--- config.mk ---
export PLATFORM = sky130hd
export DESIGN_NAME = lsel_word_store
export DESIGN_NICKNAME = d
export VERILOG_FILES = /design/src/rtl/lsel_pkg.sv /design/src/rtl/lsel_sel_check.sv /design/src/rtl/lsel_word_row.sv /design/src/rtl/lsel_sense_or.sv /design/src/rtl/lsel_word_store.sv
export SDC_FILE = /design/constraint.sdc
export NUM_CORES = 1
export LEC_CHECK = 0
export ABC_AREA = 1
export BUFFER_PORTS_ARGS = -buffer_cell sky130_fd_sc_hd__buf_2
export CORE_ASPECT_RATIO = 1.1
export CORE_MARGIN = 2
export CORE_UTILIZATION = 61
export CTS_CLUSTER_SIZE = 10
export DETAILED_ROUTE_END_ITERATION = 7
export PLACE_DENSITY = 0.8
export SYNTH_ARGS = -nofsm -noshare
export SYNTH_HDL_FRONTEND = slang
export SYNTH_SLANG_ARGS = --single-unit
--- constraint.sdc ---
create_clock -name clk -period 5.9 [get_ports clk]
set_input_delay 0.295 -clock clk [delete_from_list [all_inputs] [get_ports clk]]
set_output_delay 0.295 -clock clk [all_outputs]
set_load 0.05 [all_outputs]
--- src/rtl/lsel_pkg.sv ---
package lsel_pkg;
  typedef enum logic [1:0] {
    OP_READ  = 2'd0,
    OP_CLEAR = 2'd1,
    OP_WRITE = 2'd2,
    OP_CLRWR = 2'd3
  } lsel_op_e;
endpackage

--- src/rtl/lsel_sel_check.sv ---
// Flags a select vector that has exactly one bit set.
module lsel_sel_check #(
  parameter int NWORDS = 16
) (
  input  logic [NWORDS-1:0] sel,
  output logic              exactly_one
);
  localparam int CW = $clog2(NWORDS + 1);
  logic [CW-1:0] cnt;

  always_comb begin
    cnt = '0;
    for (int i = 0; i < NWORDS; i++) begin
      cnt = cnt + CW'(sel[i]);
    end
    exactly_one = (cnt == CW'(1));
  end
endmodule

--- src/rtl/lsel_word_row.sv ---
// One stored word: a clear strobe forces zero, a set strobe ORs in data.
module lsel_word_row #(
  parameter int WIDTH = 16
) (
  input  logic             clk,
  input  logic             rst,
  input  logic             clr,
  input  logic             set,
  input  logic [WIDTH-1:0] din,
  output logic [WIDTH-1:0] row
);
  always_ff @(posedge clk) begin
    if (rst) begin
      row <= '0;
    end else if (clr || set) begin
      row <= (clr ? '0 : row) | (set ? din : '0);
    end
  end
endmodule

--- src/rtl/lsel_sense_or.sv ---
// Shared bit lines: each bit reports the OR over the selected words.
module lsel_sense_or #(
  parameter int NWORDS = 16,
  parameter int WIDTH  = 16
) (
  input  logic [NWORDS*WIDTH-1:0] rows_flat,
  input  logic [NWORDS-1:0]       sel,
  output logic [WIDTH-1:0]        lines
);
  always_comb begin
    lines = '0;
    for (int i = 0; i < NWORDS; i++) begin
      if (sel[i]) lines = lines | rows_flat[i*WIDTH +: WIDTH];
    end
  end
endmodule

--- src/rtl/lsel_word_store.sv ---
module lsel_word_store
  import lsel_pkg::*;
#(
  parameter int NWORDS = 16,
  parameter int WIDTH  = 16
) (
  input  logic              clk,
  input  logic              rst,
  input  logic              req,
  input  logic [1:0]        op,
  input  logic [NWORDS-1:0] rd_sel,
  input  logic [NWORDS-1:0] wr_sel,
  input  logic [WIDTH-1:0]  bit_data,
  output logic              sense_valid,
  output logic [WIDTH-1:0]  sense_data,
  output logic              sel_error
);
  localparam int FLATW = NWORDS * WIDTH;

  lsel_op_e          op_e;
  logic              one_hot;
  logic              is_read;
  logic              read_ok;
  logic [NWORDS-1:0] clr_w;
  logic [NWORDS-1:0] set_w;
  logic [FLATW-1:0]  rows_flat;
  logic [WIDTH-1:0]  lines;

  assign op_e    = lsel_op_e'(op);
  assign is_read = req && (op_e == OP_READ);
  assign read_ok = is_read && one_hot;

  lsel_sel_check #(.NWORDS(NWORDS)) u_selchk (
    .sel         (rd_sel),
    .exactly_one (one_hot)
  );

  for (genvar i = 0; i < NWORDS; i++) begin : g_word
    assign clr_w[i] = req && (((op_e == OP_CLEAR) && rd_sel[i]) ||
                              (read_ok && rd_sel[i]) ||
                              ((op_e == OP_CLRWR) && wr_sel[i]));
    assign set_w[i] = req && ((op_e == OP_WRITE) || (op_e == OP_CLRWR)) && wr_sel[i];

    lsel_word_row #(.WIDTH(WIDTH)) u_row (
      .clk (clk),
      .rst (rst),
      .clr (clr_w[i]),
      .set (set_w[i]),
      .din (bit_data),
      .row (rows_flat[i*WIDTH +: WIDTH])
    );
  end

  lsel_sense_or #(.NWORDS(NWORDS), .WIDTH(WIDTH)) u_sense (
    .rows_flat (rows_flat),
    .sel       (rd_sel),
    .lines     (lines)
  );

  always_ff @(posedge clk) begin
    if (rst) begin
      sense_valid <= 1'b0;
      sel_error   <= 1'b0;
      sense_data  <= '0;
    end else begin
      sense_valid <= read_ok;
      sel_error   <= is_read && !one_hot;
      sense_data  <= read_ok ? lines : '0;
    end
  end
endmodule

==> flow_summary_export.csv <==
group,metric,value,unit
die,fp.dieW,137,um
placed_design,dp.cells,1815,
cts,post_cts_resized,0,
cts,clock_latency,560,ps
placed_design,numPortBuffers,70,
setup_path,critPathSlowestCell,"fa_1",
timing,skew,15.1,ps
yosys,synth_seq_cells,274,
cts,clockBufferDepth,3,
yosys,yosys_warnings,0,
hold_path,hold_start,"bit_data[5]",
setup_path,cpLargestDelayFamily,"adder cells",
grt,grt_pass1_wl,56900,um
die,die_y,150,um
grt,grt_overflow,0,
hold_path,min_delay_worst_endpoint,"g_word[3].u_row.row[5]$_SDFFE_PP0P_",
grt,gr-usage-all-layers,35.9,%
cts,cts.sinks,274,
setup_path,r2r_cells,6,
hold_path,holdPathStages,3,
yosys,synth_top_cell_area_share,46.2,%
timing,whs,148,ps
yosys,seq_area_frac_synth,46.2,%
die,ioPinCount,71,
die,dieArea,20600,um2
timing,finalSetupViolCount,0,
timing,timing.fmax,204,MHz
die,start_util,62.2,%
power_and_ir_drop,power_density,325,nW/um2
cts,cts_tree,"yes",
power_and_ir_drop,intPower,2.99,mW
cts,numCtsBuffers,31,
drt,wire_per_inst,20.3,um
placed_design,gp_congestion,0.863,
setup_path,critPathCaptureType,"flip-flop",
timing,slew_viol_final,0,
finish,fillers,1642,
drt,ant_nets,0,
timing,rsz0062_at_grt,"no",
hold_path,min_path_type,"in -> reg",
cts,ctsHoldBuffers,0,
power_and_ir_drop,vdd_ir_drop_max,294,uV
flow_run,max_cap_viol_count,0,
die,fp.coreArea,19100,um2
finish,area_growth,7.72,%
timing,tns,0,ps
setup_path,start_kind,"primary input",
yosys,syn_nets,1690,
setup_path,path_class,"in -> reg",
timing,hold_viol,0,
finish,final_cells,1849,
yosys,syn_avg_cell_area,7.32,um2
grt,antenna_found_initial,0,
drt,drc,0,
setup_path,path_max_fanout,19,
power_and_ir_drop,switching_share,28.3,%
drt,dr.pass1.iters,7,
drt,vias_per_cell,6.17,
setup_path,path_common_cell,"fa_1",
timing,fin_crit,4910,ps
grt,grt_pass1_vias,10602,
grt,grt_max_degree,108,
setup_path,r2r-start,"g_word[2].u_row.row[4]$_SDFFE_PP0P_",
setup_path,critPathBufInv,5,
power_and_ir_drop,pwr-share-seq,46.7,%
timing,slew_headroom,11.1,%
yosys,synth_top_cell_by_area,"dfxtp_1",
cts,clkTransAtPathRegs,50,ps
drt,via_count,11410,
power_and_ir_drop,power.leakage,4.86,nW
timing,worst_slew_pin_slew,1330,ps
power_and_ir_drop,p_sw,1.18,mW
die,num_rows,53,
setup_path,reg2reg_to,"sense_data[4]$_SDFF_PP0_",
finish,antenna_cells,0,
power_and_ir_drop,p_comb_share,14.2,%
setup_path,crit_chain,"buf_2, ha_1, inv_1, fa_1, inv_1, fa_1, fa_1, inv_1, fa_1, fa_1, inv_1, fa_1, nor2_1, nand2_1, nor2_4, nand4_1, nand3_1, nand2_1, nand2_1, a21oi_1",
cts,root_buffer,"clkbuf_16",
cts,cts_setup_buffers,0,
timing,fin_crit_sh,83.2,%
finish,nets,1669,
status,status,"completed",
setup_path,crit_arrival,5310,ps
cts,h-tree-depth,1,
yosys,synth.distinct_cells,27,
yosys,netlist_area,11900,um2
yosys,synth.area.top_cells,"dfxtp_1 (46%), nand2_1 (22%), a21oi_1 (11%)",
placed_design,dp_hpwl,22400,um
drt,drt_iter0_markers,1334,
setup_path,reg2reg_slack,4480,ps
drt,drt_wl_total,37400,um
power_and_ir_drop,clkPwrFrac,39.1,%
yosys,synth_cells,1622,
finish,drive_gt1_share,8.80,%
setup_path,required,6300,ps
setup_path,slowest_delay,490,ps
how the worst max path moves through the flow:
stage,startpoint,depth (start not counted),to,slack [ps]
2_1_floorplan,rd_sel[2],22,g_word[5].u_row.row[12]$_SDFFE_PP0P_,1000
3_3_place_gp,rd_sel[1],20,g_word[7].u_row.row[10]$_SDFFE_PP0P_,610
3_5_place_dp,rd_sel[1],20,g_word[11].u_row.row[9]$_SDFFE_PP0P_,490
4_1_cts,rd_sel[1],20,g_word[11].u_row.row[3]$_SDFFE_PP0P_,1060
5_1_grt,rd_sel[1],20,g_word[11].u_row.row[15]$_SDFFE_PP0P_,770
6_report,rd_sel[1],20,g_word[7].u_row.row[8]$_SDFFE_PP0P_,990
metrics by stage:
stage	util, %	cell area (um2)	power [mW]	setup slack [ps]
2_1_floorplan	-	11900	2.41	997
3_3_place_gp	62.8	12000	2.54	609
3_5_place_dp	62.8	12000	2.55	492
4_1_cts	67.0	12800	4.15	1060
5_1_grt	67.0	12800	4.29	770
6_report	67.0	12800	4.16	989
cell usage after synthesis (all sizes together):
cell	number
buf	53
a22o	43
nand2	707
inv	41
a21oi	261
nor2	45
nor3	4
a211oi	5
a31oi	8
nand3	32
fa	10
ha	5
nor4	1
a221oi	21
a41oi	6
clkbuf	81
dfxtp	274
nand4	25
tightest hold or removal path, delay by kind of cell:
family / cells / cell delay (ps)
buffers and inverters: 1 / 200
AND/OR/NAND/NOR: 1 / 100
AO/OA/AOI/OAI: 1 / 50
layer usage:
metal / GRT usage (%) / part of all wire, % / up-vias
met3: 8.15 / 12 / 135
met2: 55.7 / 45 / 736
li1: - / - / 5230
met1: 46.4 / 38 / 5309
met4: 18.9 / 4.9 / 0
met5: 0 / 0 / -
cell usage in the layout (no fill, tap or decap), drive strengths merged:
cell type,netlist,routed
nor2,45,45
a22o,43,43
a31oi,8,8
clkinvlp,0,1
inv,41,42
fa,10,10
nor3,4,4
a211oi,5,5
nand2,707,707
nand4,25,25
a21oi,261,261
a41oi,6,6
ha,5,5
a221oi,21,21
dfxtp,274,274
buf,53,80
nor4,1,1
nand3,32,32
clkbuf,81,32
sequential cells by signal, indices dropped and copies added, names as in the netlist:
register and flops:
g_word.u_row.row 256, sel_error 1, sense_data 16, sense_valid 1
cell type report:
cell class	instances	area [um2]	area share (%)
multi-input cells	1173	5620	43.9
clock inverters	2	16.3	0.127
well taps	247	309	2.42
flip-flops and latches	274	5490	42.9
repair buffers	80	432	3.37
inverters	41	154	1.20
clock buffers	32	779	6.09
logic make-up after synthesis:
| kind of cell | after synthesis | synth area share [%] |
|---|---|---|
| AOI/OAI and AO/OA | 344 | 16.9 |
| adders and majority gates | 15 | 2.21 |
| buffers and inverters | 175 | 6.51 |
| DFF | 274 | 46.2 |
| and+or+nand+nor | 814 | 28.2 |
power groups by stage:
stage / Combinational (mW) / Clock (mW) / Sequential, mW
5_1_grt: 0.636 / 1.70 / 1.95
2_1_floorplan: 0.424 / 0 / 1.98
3_5_place_dp: 0.571 / 0 / 1.98
6_report: 0.592 / 1.63 / 1.95
4_1_cts: 0.574 / 1.63 / 1.94
3_3_place_gp: 0.554 / 0 / 1.98
Note: power is estimated with default switching activity, not from simulation.
